$ cat config.mk
export PLATFORM = sky130hd
export DESIGN_NAME = smul_halfword_unit
export DESIGN_NICKNAME = d
export VERILOG_FILES = /design/src/rtl/smul_pkg.sv /design/src/rtl/smul_operand_sel.sv /design/src/rtl/smul_index_check.sv /design/src/rtl/smul_product.sv /design/src/rtl/smul_halfword_unit.sv
export SDC_FILE = /design/constraint.sdc
export NUM_CORES = 2
export LEC_CHECK = 0
export ABC_AREA = 1
export BUFFER_PORTS_ARGS = -buffer_cell sky130_fd_sc_hd__buf_2
export CORE_MARGIN = 4
export CORE_UTILIZATION = 45
export CTS_BUF_LIST = sky130_fd_sc_hd__clkbuf_16
export DETAILED_ROUTE_END_ITERATION = 10
export GPL_TIMING_DRIVEN = 0
export SETUP_SLACK_MARGIN = 0.5
export SYNTH_ARGS = -nofsm -noshare
export SYNTH_HDL_FRONTEND = slang
export SYNTH_SLANG_ARGS = --single-unit
$ cat constraint.sdc
create_clock -name clk -period 5.76 [get_ports clk]
set_input_delay 0.576 -clock clk [delete_from_list [all_inputs] [get_ports clk]]
set_output_delay 0.576 -clock clk [all_outputs]
set_load 0.02 [all_outputs]
$ cat src/rtl/smul_pkg.sv
package smul_pkg;
    localparam int DATA_W  = 32;
    localparam int HALF_W  = DATA_W / 2;
    localparam int PROD_W  = DATA_W + HALF_W;
    localparam int IDX_W   = 4;
    localparam int NUM_IDX = 3;

    localparam logic [IDX_W-1:0] SP_IDX = IDX_W'(13);
    localparam logic [IDX_W-1:0] PC_IDX = IDX_W'(15);

    typedef enum logic {
        MODE_HH = 1'b0,
        MODE_WH = 1'b1
    } mul_mode_e;

    typedef struct packed {
        logic             valid;
        mul_mode_e        mode;
        logic [DATA_W-1:0] word;
        logic [HALF_W-1:0] half;
        logic [IDX_W-1:0]  rd;
        logic             illegal;
    } stage1_t;

    typedef struct packed {
        logic             valid;
        logic [DATA_W-1:0] result;
        logic [IDX_W-1:0]  rd;
        logic             illegal;
    } stage2_t;

    function automatic logic idx_forbidden(input logic [IDX_W-1:0] idx);
        return (idx == SP_IDX) || (idx == PC_IDX);
    endfunction
endpackage

$ cat src/rtl/smul_operand_sel.sv
module smul_operand_sel
    import smul_pkg::*;
(
    input  mul_mode_e         mode,
    input  logic              sel_x,
    input  logic              sel_y,
    input  logic [DATA_W-1:0] op_a,
    input  logic [DATA_W-1:0] op_b,
    output logic [DATA_W-1:0] word_opnd,
    output logic [HALF_W-1:0] half_opnd
);
    logic [HALF_W-1:0] a_half;

    always_comb begin
        a_half    = sel_x ? op_a[DATA_W-1:HALF_W] : op_a[HALF_W-1:0];
        half_opnd = sel_y ? op_b[DATA_W-1:HALF_W] : op_b[HALF_W-1:0];
        if (mode == MODE_WH) begin
            word_opnd = op_a;
        end else begin
            word_opnd = {{HALF_W{a_half[HALF_W-1]}}, a_half};
        end
    end
endmodule

$ cat src/rtl/smul_index_check.sv
module smul_index_check
    import smul_pkg::*;
(
    input  logic [NUM_IDX-1:0][IDX_W-1:0] idx_list,
    output logic                          any_forbidden
);
    logic [NUM_IDX-1:0] hit;

    genvar g;
    generate
        for (g = 0; g < NUM_IDX; g++) begin : g_src
            assign hit[g] = idx_forbidden(idx_list[g]);
        end
    endgenerate

    assign any_forbidden = |hit;
endmodule

$ cat src/rtl/smul_product.sv
module smul_product
    import smul_pkg::*;
(
    input  mul_mode_e         mode,
    input  logic [DATA_W-1:0] word_opnd,
    input  logic [HALF_W-1:0] half_opnd,
    output logic [DATA_W-1:0] result
);
    logic signed [PROD_W-1:0] word_ext;
    logic signed [PROD_W-1:0] half_ext;
    logic signed [PROD_W-1:0] prod;

    always_comb begin
        word_ext = $signed({{HALF_W{word_opnd[DATA_W-1]}}, word_opnd});
        half_ext = $signed({{DATA_W{half_opnd[HALF_W-1]}}, half_opnd});
        prod     = word_ext * half_ext;
        if (mode == MODE_WH) begin
            result = prod[PROD_W-1:HALF_W];
        end else begin
            result = prod[DATA_W-1:0];
        end
    end
endmodule

$ cat src/rtl/smul_halfword_unit.sv
module smul_halfword_unit
    import smul_pkg::*;
(
    input  logic              clk,
    input  logic              rst,
    input  logic              in_valid,
    output logic              in_ready,
    input  logic              mode,
    input  logic              sel_x,
    input  logic              sel_y,
    input  logic [DATA_W-1:0] op_a,
    input  logic [DATA_W-1:0] op_b,
    input  logic [IDX_W-1:0]  rd_idx,
    input  logic [IDX_W-1:0]  rn_idx,
    input  logic [IDX_W-1:0]  rm_idx,
    output logic              out_valid,
    output logic [DATA_W-1:0] out_result,
    output logic [IDX_W-1:0]  out_rd_idx,
    output logic              out_wr_en,
    output logic              out_illegal
);
    mul_mode_e         mode_e;
    logic [DATA_W-1:0] word_opnd;
    logic [HALF_W-1:0] half_opnd;
    logic              forbidden;
    logic [DATA_W-1:0] prod_result;
    stage1_t           s1_q;
    stage2_t           s2_q;

    assign mode_e   = mul_mode_e'(mode);
    assign in_ready = 1'b1;

    smul_operand_sel u_sel (
        .mode      (mode_e),
        .sel_x     (sel_x),
        .sel_y     (sel_y),
        .op_a      (op_a),
        .op_b      (op_b),
        .word_opnd (word_opnd),
        .half_opnd (half_opnd)
    );

    smul_index_check u_idx (
        .idx_list      ({rd_idx, rn_idx, rm_idx}),
        .any_forbidden (forbidden)
    );

    always_ff @(posedge clk) begin
        if (rst) begin
            s1_q <= '0;
        end else begin
            s1_q.valid   <= in_valid;
            s1_q.mode    <= mode_e;
            s1_q.word    <= word_opnd;
            s1_q.half    <= half_opnd;
            s1_q.rd      <= rd_idx;
            s1_q.illegal <= in_valid & forbidden;
        end
    end

    smul_product u_prod (
        .mode      (s1_q.mode),
        .word_opnd (s1_q.word),
        .half_opnd (s1_q.half),
        .result    (prod_result)
    );

    always_ff @(posedge clk) begin
        if (rst) begin
            s2_q <= '0;
        end else begin
            s2_q.valid   <= s1_q.valid;
            s2_q.result  <= prod_result;
            s2_q.rd      <= s1_q.rd;
            s2_q.illegal <= s1_q.illegal;
        end
    end

    assign out_valid   = s2_q.valid;
    assign out_result  = s2_q.result;
    assign out_rd_idx  = s2_q.rd;
    assign out_illegal = s2_q.illegal;
    assign out_wr_en   = s2_q.valid & ~s2_q.illegal;

    // Cycles since reset, saturating, so $past never reaches before reset.
    logic [1:0] warm_q;
    always_ff @(posedge clk) begin
        if (rst) begin
            warm_q <= 2'd0;
        end else if (warm_q != 2'd2) begin
            warm_q <= warm_q + 2'd1;
        end
    end

    assert_latency_R6: assert property (@(posedge clk) disable iff (rst)
        (warm_q == 2'd2) |-> (out_valid == $past(in_valid, 2)));

    assert_wr_needs_legal_R5: assert property (@(posedge clk) disable iff (rst)
        out_wr_en |-> (out_valid && !out_illegal));

    assert_illegal_flag_R5: assert property (@(posedge clk) disable iff (rst)
        ((warm_q == 2'd2) && $past(in_valid && (idx_forbidden(rd_idx) ||
          idx_forbidden(rn_idx) || idx_forbidden(rm_idx)), 2)) |-> out_illegal);

    assert_rd_carried_R8: assert property (@(posedge clk) disable iff (rst)
        ((warm_q == 2'd2) && out_valid) |-> (out_rd_idx == $past(rd_idx, 2)));

    assert_illegal_only_valid_R7: assert property (@(posedge clk) disable iff (rst)
        out_illegal |-> out_valid);
endmodule

# Word level (Yosys, flattened, before mapping)
# Index checks and enable logic that the tools add are counted.
# word_totals
register_bits	93
in_bits	82
elab_cells	28
# classes
multipliers	1
n_eq_ne	6
muxes	4
bitwise	3
reduce_logical	4
# ops
operator	n
2-to-1 mux 32 bit	2
multiplier 32 x 16 -> 48 bit	1
2-to-1 mux 16 bit	2
== test 4 bit, second input constant	6
logical OR 1 bit	3
OR reduction 3 bit	1
bitwise AND 1 bit	2
NOT 1 bit	1

# Depth between registers and ports, before layout
# depth
ltp_word	4
mapped_depth	31

# Modules after synthesis
# A second synthesis with hierarchy kept.
# unflattened
hier_cells	3284
area_unflattened_um2	23500.0
# by_module_without_submodules
mod	instances	cells_each	area_each_um2	seq_area_each_um2
smul_product	1	2842	20135.6	0.0
smul_halfword_unit	1	293	2678.8	1861.8
smul_operand_sel	1	145	665.6	0.0
smul_index_check	1	4	20.0	0.0

# Least setup slack after synthesis
# Ideal clock, no wire load.
# synth_timing
path_kind	register to register
start	register s1_q[52] (netlist name)
end	register s2_q (netlist bit out_result[31])
setup_ps	112
arrival_ps	5349
required_ps	5648
slack_ps	299
stages_incl_launch_ff	23
n_path_buf	1
period_less_slack_ps	5461
cell_sequence	dfxtp_1 > clkbuf_1 > nand2_1 > fa_1 > inv_1 > fa_1 > fa_1 > fa_1 > inv_1 > fa_1 > inv_1 > fa_1 > ha_1 > nand2_1 > nor2_1 > and2_1 > nand2_1 > nor2_1 > nand2_1 > nand3_1 > nor2_1 > nor2_1 > nor2_1
# synth_between
elab_chain_cells	2
# synth_lines
item	line	rtl
from (decl)	smul_halfword_unit.sv:27	stage1_t s1_q;
multiplier 32 x 16 -> 48 bit	smul_product.sv:16	prod = word_ext * half_ext;
2-to-1 mux 32 bit	smul_product.sv:17	if (mode == MODE_WH) begin
to (decl)	smul_halfword_unit.sv:28	stage2_t s2_q;
# No other way between the ends.
# A chain may end at the register's enable or synchronous reset.

# Final worst setup path
# layout_timing
start	register s1_q[6] (netlist name)
end	register s2_q (netlist bit out_result[2])
# Same word-level chain as after synthesis.

==> results.json <==
{
  "rsz0062_at_grt": "true",
  "worstSetupPathType": "reg2reg",
  "final.setup_skew_ns": 0.0326,
  "post-layout-total-power_mw": 14.4,
  "totalWireLength_um": 85700,
  "cts_tree": "done",
  "detailed_place_hpwl_um": 68600,
  "finish.instance_area_sq_um": 29000,
  "htree_levels": 3,
  "tightestPinTransition_ns": 0.958,
  "synthesis.area_sq_um": 23000,
  "syn_to_final_growth_pct": 26.1,
  "final_net_count": 4111,
  "detailroute.via_count": 20800,
  "post_synth_num_cell_types": 34,
  "globalRouteOverflowTotal": 0,
  "timing.critical_path.to_type": "flip-flop",
  "final_hold_viol_count": 0,
  "core_sq_um": 50300,
  "dieArea_sq_um": 54700,
  "diodes_inserted": 0,
  "worstPathRequired_ns": 6.04,
  "min-delay-path-class": "in2reg",
  "synthTopCellsByCount": "987 x sky130_fd_sc_hd__inv_1, 937 x sky130_fd_sc_hd__nand2_1, 486 x sky130_fd_sc_hd__fa_1",
  "drcViolationCount": 0,
  "dominantRegCellSynth": "sky130_fd_sc_hd__dfxtp_1",
  "synth_cells": 3191,
  "ctsHoldBuffers": 0,
  "routedWlPerCell_um": 20.9,
  "synth.top_cells.by_area": "sky130_fd_sc_hd__fa_1 42%, sky130_fd_sc_hd__inv_1 16%, sky130_fd_sc_hd__nand2_1 15%",
  "power_density_nw_per_um2": 497,
  "wire_length_of_the_first_global_routing_pass_um": 130000,
  "fp-row-count": 82,
  "max_cap_violations": 0,
  "synthDominantCellAreaShare": 0.424,
  "ir_worst_vdd_uv": 559,
  "cts-buffers-inserted": 9,
  "globalRouteMet1Util": 0.428,
  "post-place-cells": 3980,
  "cts.sink_count": 93,
  "outcome": "finished clean",
  "placed_area_sq_um": 24400,
  "clk_pin_slew_ns": 0.08,
  "synth_async_sr_flop_share": 0,
  "layout-drive-gt1-share": 0.233,
  "yosys.area.top_type": "sky130_fd_sc_hd__fa_1",
  "yosys.cell_count.top_type": "sky130_fd_sc_hd__inv_1",
  "drt_pre_antenna_iters": 5,
  "worstSkewPairLatency_ns": 0.42,
  "design.portCount": 122,
  "globalplace.congestion": 0.997,
  "synth_enable_flop_cells": 0,
  "final-max-slew-violation-count": 0,
  "first_global_vias": 21900,
  "synthesis.nets": 3873,
  "grt_util_met2": 0.514,
  "starting_drc_count_in_detailed_routing": 1717,
  "timing.final.setup_violations": 0,
  "ys.warnings.count": 0,
  "static_leak_nw": 16.7,
  "number_of_flip_flops_and_latches_in_the_synthesized_netlist": 93,
  "fin_crit_ns": 5.68,
  "gr-max-usage-layer": "met2",
  "clock_tree.root_cell": "sky130_fd_sc_hd__clkbuf_16",
  "worstPathMaxFanout": 7,
  "max_freq_mhz": 176,
  "met3_usage": 0.0763,
  "grt_util_all_layers": 0.322,
  "clockBufferDepth": 2,
  "synthesis.area_per_instance_sq_um": 7.20,
  "drt.antenna.violating_nets": 0,
  "via_per_inst": 5.07,
  "floorplan.initialDensity": 0.457,
  "io_buffer_count": 117,
  "grt_start_max_net_pins": 19,
  "layout_worst_path_cycle_share": 0.986,
  "worst_case_headroom_to_the_max_slew_limit": 0.361,
  "yosysSeqAreaShare": 0.0811,
  "fin_cells": 4106,
  "worstPathArrival_ns": 5.95,
  "chipWidth_um": 234,
  "worst_setup_path_start_kind": "flip-flop",
  "number_of_antenna_violations_at_the_first_check_in_global_routing": 1,
  "dieHeight_um": 234
}
## kinds of logic after synthesis
kind of cell / share of synthesized area
simple gates: 0.224
buf+inv: 0.183
fa+ha+maj: 0.486
flops: 0.0811
compound gates: 0.0202
xor+xnor: 0.00572
other cells: 0.000163
## worst max-delay path, stage by stage, from the launching register on
cell                        delay, ns
sky130_fd_sc_hd__dfxtp_4         0.48
sky130_fd_sc_hd__clkbuf_16       0.22
sky130_fd_sc_hd__nand2_4         0.05
sky130_fd_sc_hd__fa_1            0.51
sky130_fd_sc_hd__fa_1            0.52
sky130_fd_sc_hd__fa_1            0.52
sky130_fd_sc_hd__inv_2           0.04
sky130_fd_sc_hd__fa_1            0.46
sky130_fd_sc_hd__fa_1            0.53
sky130_fd_sc_hd__inv_1           0.05
sky130_fd_sc_hd__fa_2            0.59
sky130_fd_sc_hd__inv_2           0.06
sky130_fd_sc_hd__ha_4            0.34
sky130_fd_sc_hd__nand2_4         0.09
sky130_fd_sc_hd__nor2_4          0.16
sky130_fd_sc_hd__nand2_2         0.10
sky130_fd_sc_hd__inv_2           0.06
sky130_fd_sc_hd__nand2_2         0.05
sky130_fd_sc_hd__nand2_2         0.08
sky130_fd_sc_hd__nor2_2          0.04
sky130_fd_sc_hd__nand3b_1        0.27
sky130_fd_sc_hd__o211ai_1        0.22
sky130_fd_sc_hd__inv_1           0.07
## worst paths after layout
| check | start | to | cells past startpoint | slack (ns) |
|---|---|---|---|---|
| setup / recovery | s1_q[6] | out_result[2] | 22 | 0.08 |
| hold / removal | rd_idx[1] | s1_q[2] | 3 | 0.38 |
| setup reg to reg | s1_q[6] | out_result[2] | 22 | 0.08 |
| hold reg to reg | s1_q[4] | out_rd_idx[3] | 2 | 0.41 |
## flip-flops by register name (all words and copies together) (netlist names)
name,flops
s1_q,55
out_valid,1
out_illegal,1
out_result,32
out_rd_idx,4
## routing by layer
metal | up-vias | routed length (um) | share of wire
met1 | 10300 | 33600 | 0.39
met2 | 965 | 39100 | 0.46
met3 | 219 | 8970 | 0.10
li1 | 9360 | - | -
met4 | 2 | 4070 | 0.048
met5 | - | 7 | 0.000082
## what timing repair did
action | CTS | global route
cloned | 3 | 5
buffers inserted | 65 | 37
resized for setup | 625 | 294
pin swaps | 105 | 107
setup endpoints to repair | 32 | 32
## area by class of cell
type	instances	area (sq um)
buffer	127	1920
fill	4765	21300
sequential	93	1950
timing repair buffer	227	1570
tap	672	841
clock inverter	7	93.8
inverter	989	3720
clock buffer	9	225
multi-input combinational	1982	18600
## stage by stage
step | setup TNS, ns | hold WS, ns | setup slack, ns | util
6_report | 0 | 0.378 | 0.0811 | 0.576
3_3_place_gp | -32.44 | 0.395 | -1.23 | 0.486
3_5_place_dp | -31.89 | 0.400 | -1.19 | 0.486
5_1_grt | -0.194 | 0.393 | -0.0559 | 0.576
2_1_floorplan | 0 | 0.388 | 0.496 | -
4_1_cts | 0 | 0.366 | 0.132 | 0.552
## report_power, final
part | switching [mW] | internal (mW) | leakage, nW | total (mW)
logic | 7.70 | 5.14 | 15.8 | 12.8
clock network | 0.354 | 0.350 | 0.153 | 0.704
registers | 0.0719 | 0.770 | 0.788 | 0.842
total | 8.13 | 6.26 | 16.7 | 14.4
## cell usage in the layout, fill, tap and decap left out, drive strengths merged, types with 2 or more instances in the layout
cell	count
inv	990
nand2	949
fa	486
buf	259
nor2	184
ha	114
nand3	110
clkbuf	104
dfxtp	93
o21ai	36
a21oi	34
nand4	19
xor2	10
o211ai	10
or2	8
nand3b	7
xnor2	5
clkinv	3
clkinvlp	2
o21bai	2
nor3	2
and2	2
Note: power is estimated with default switching activity, not from simulation.
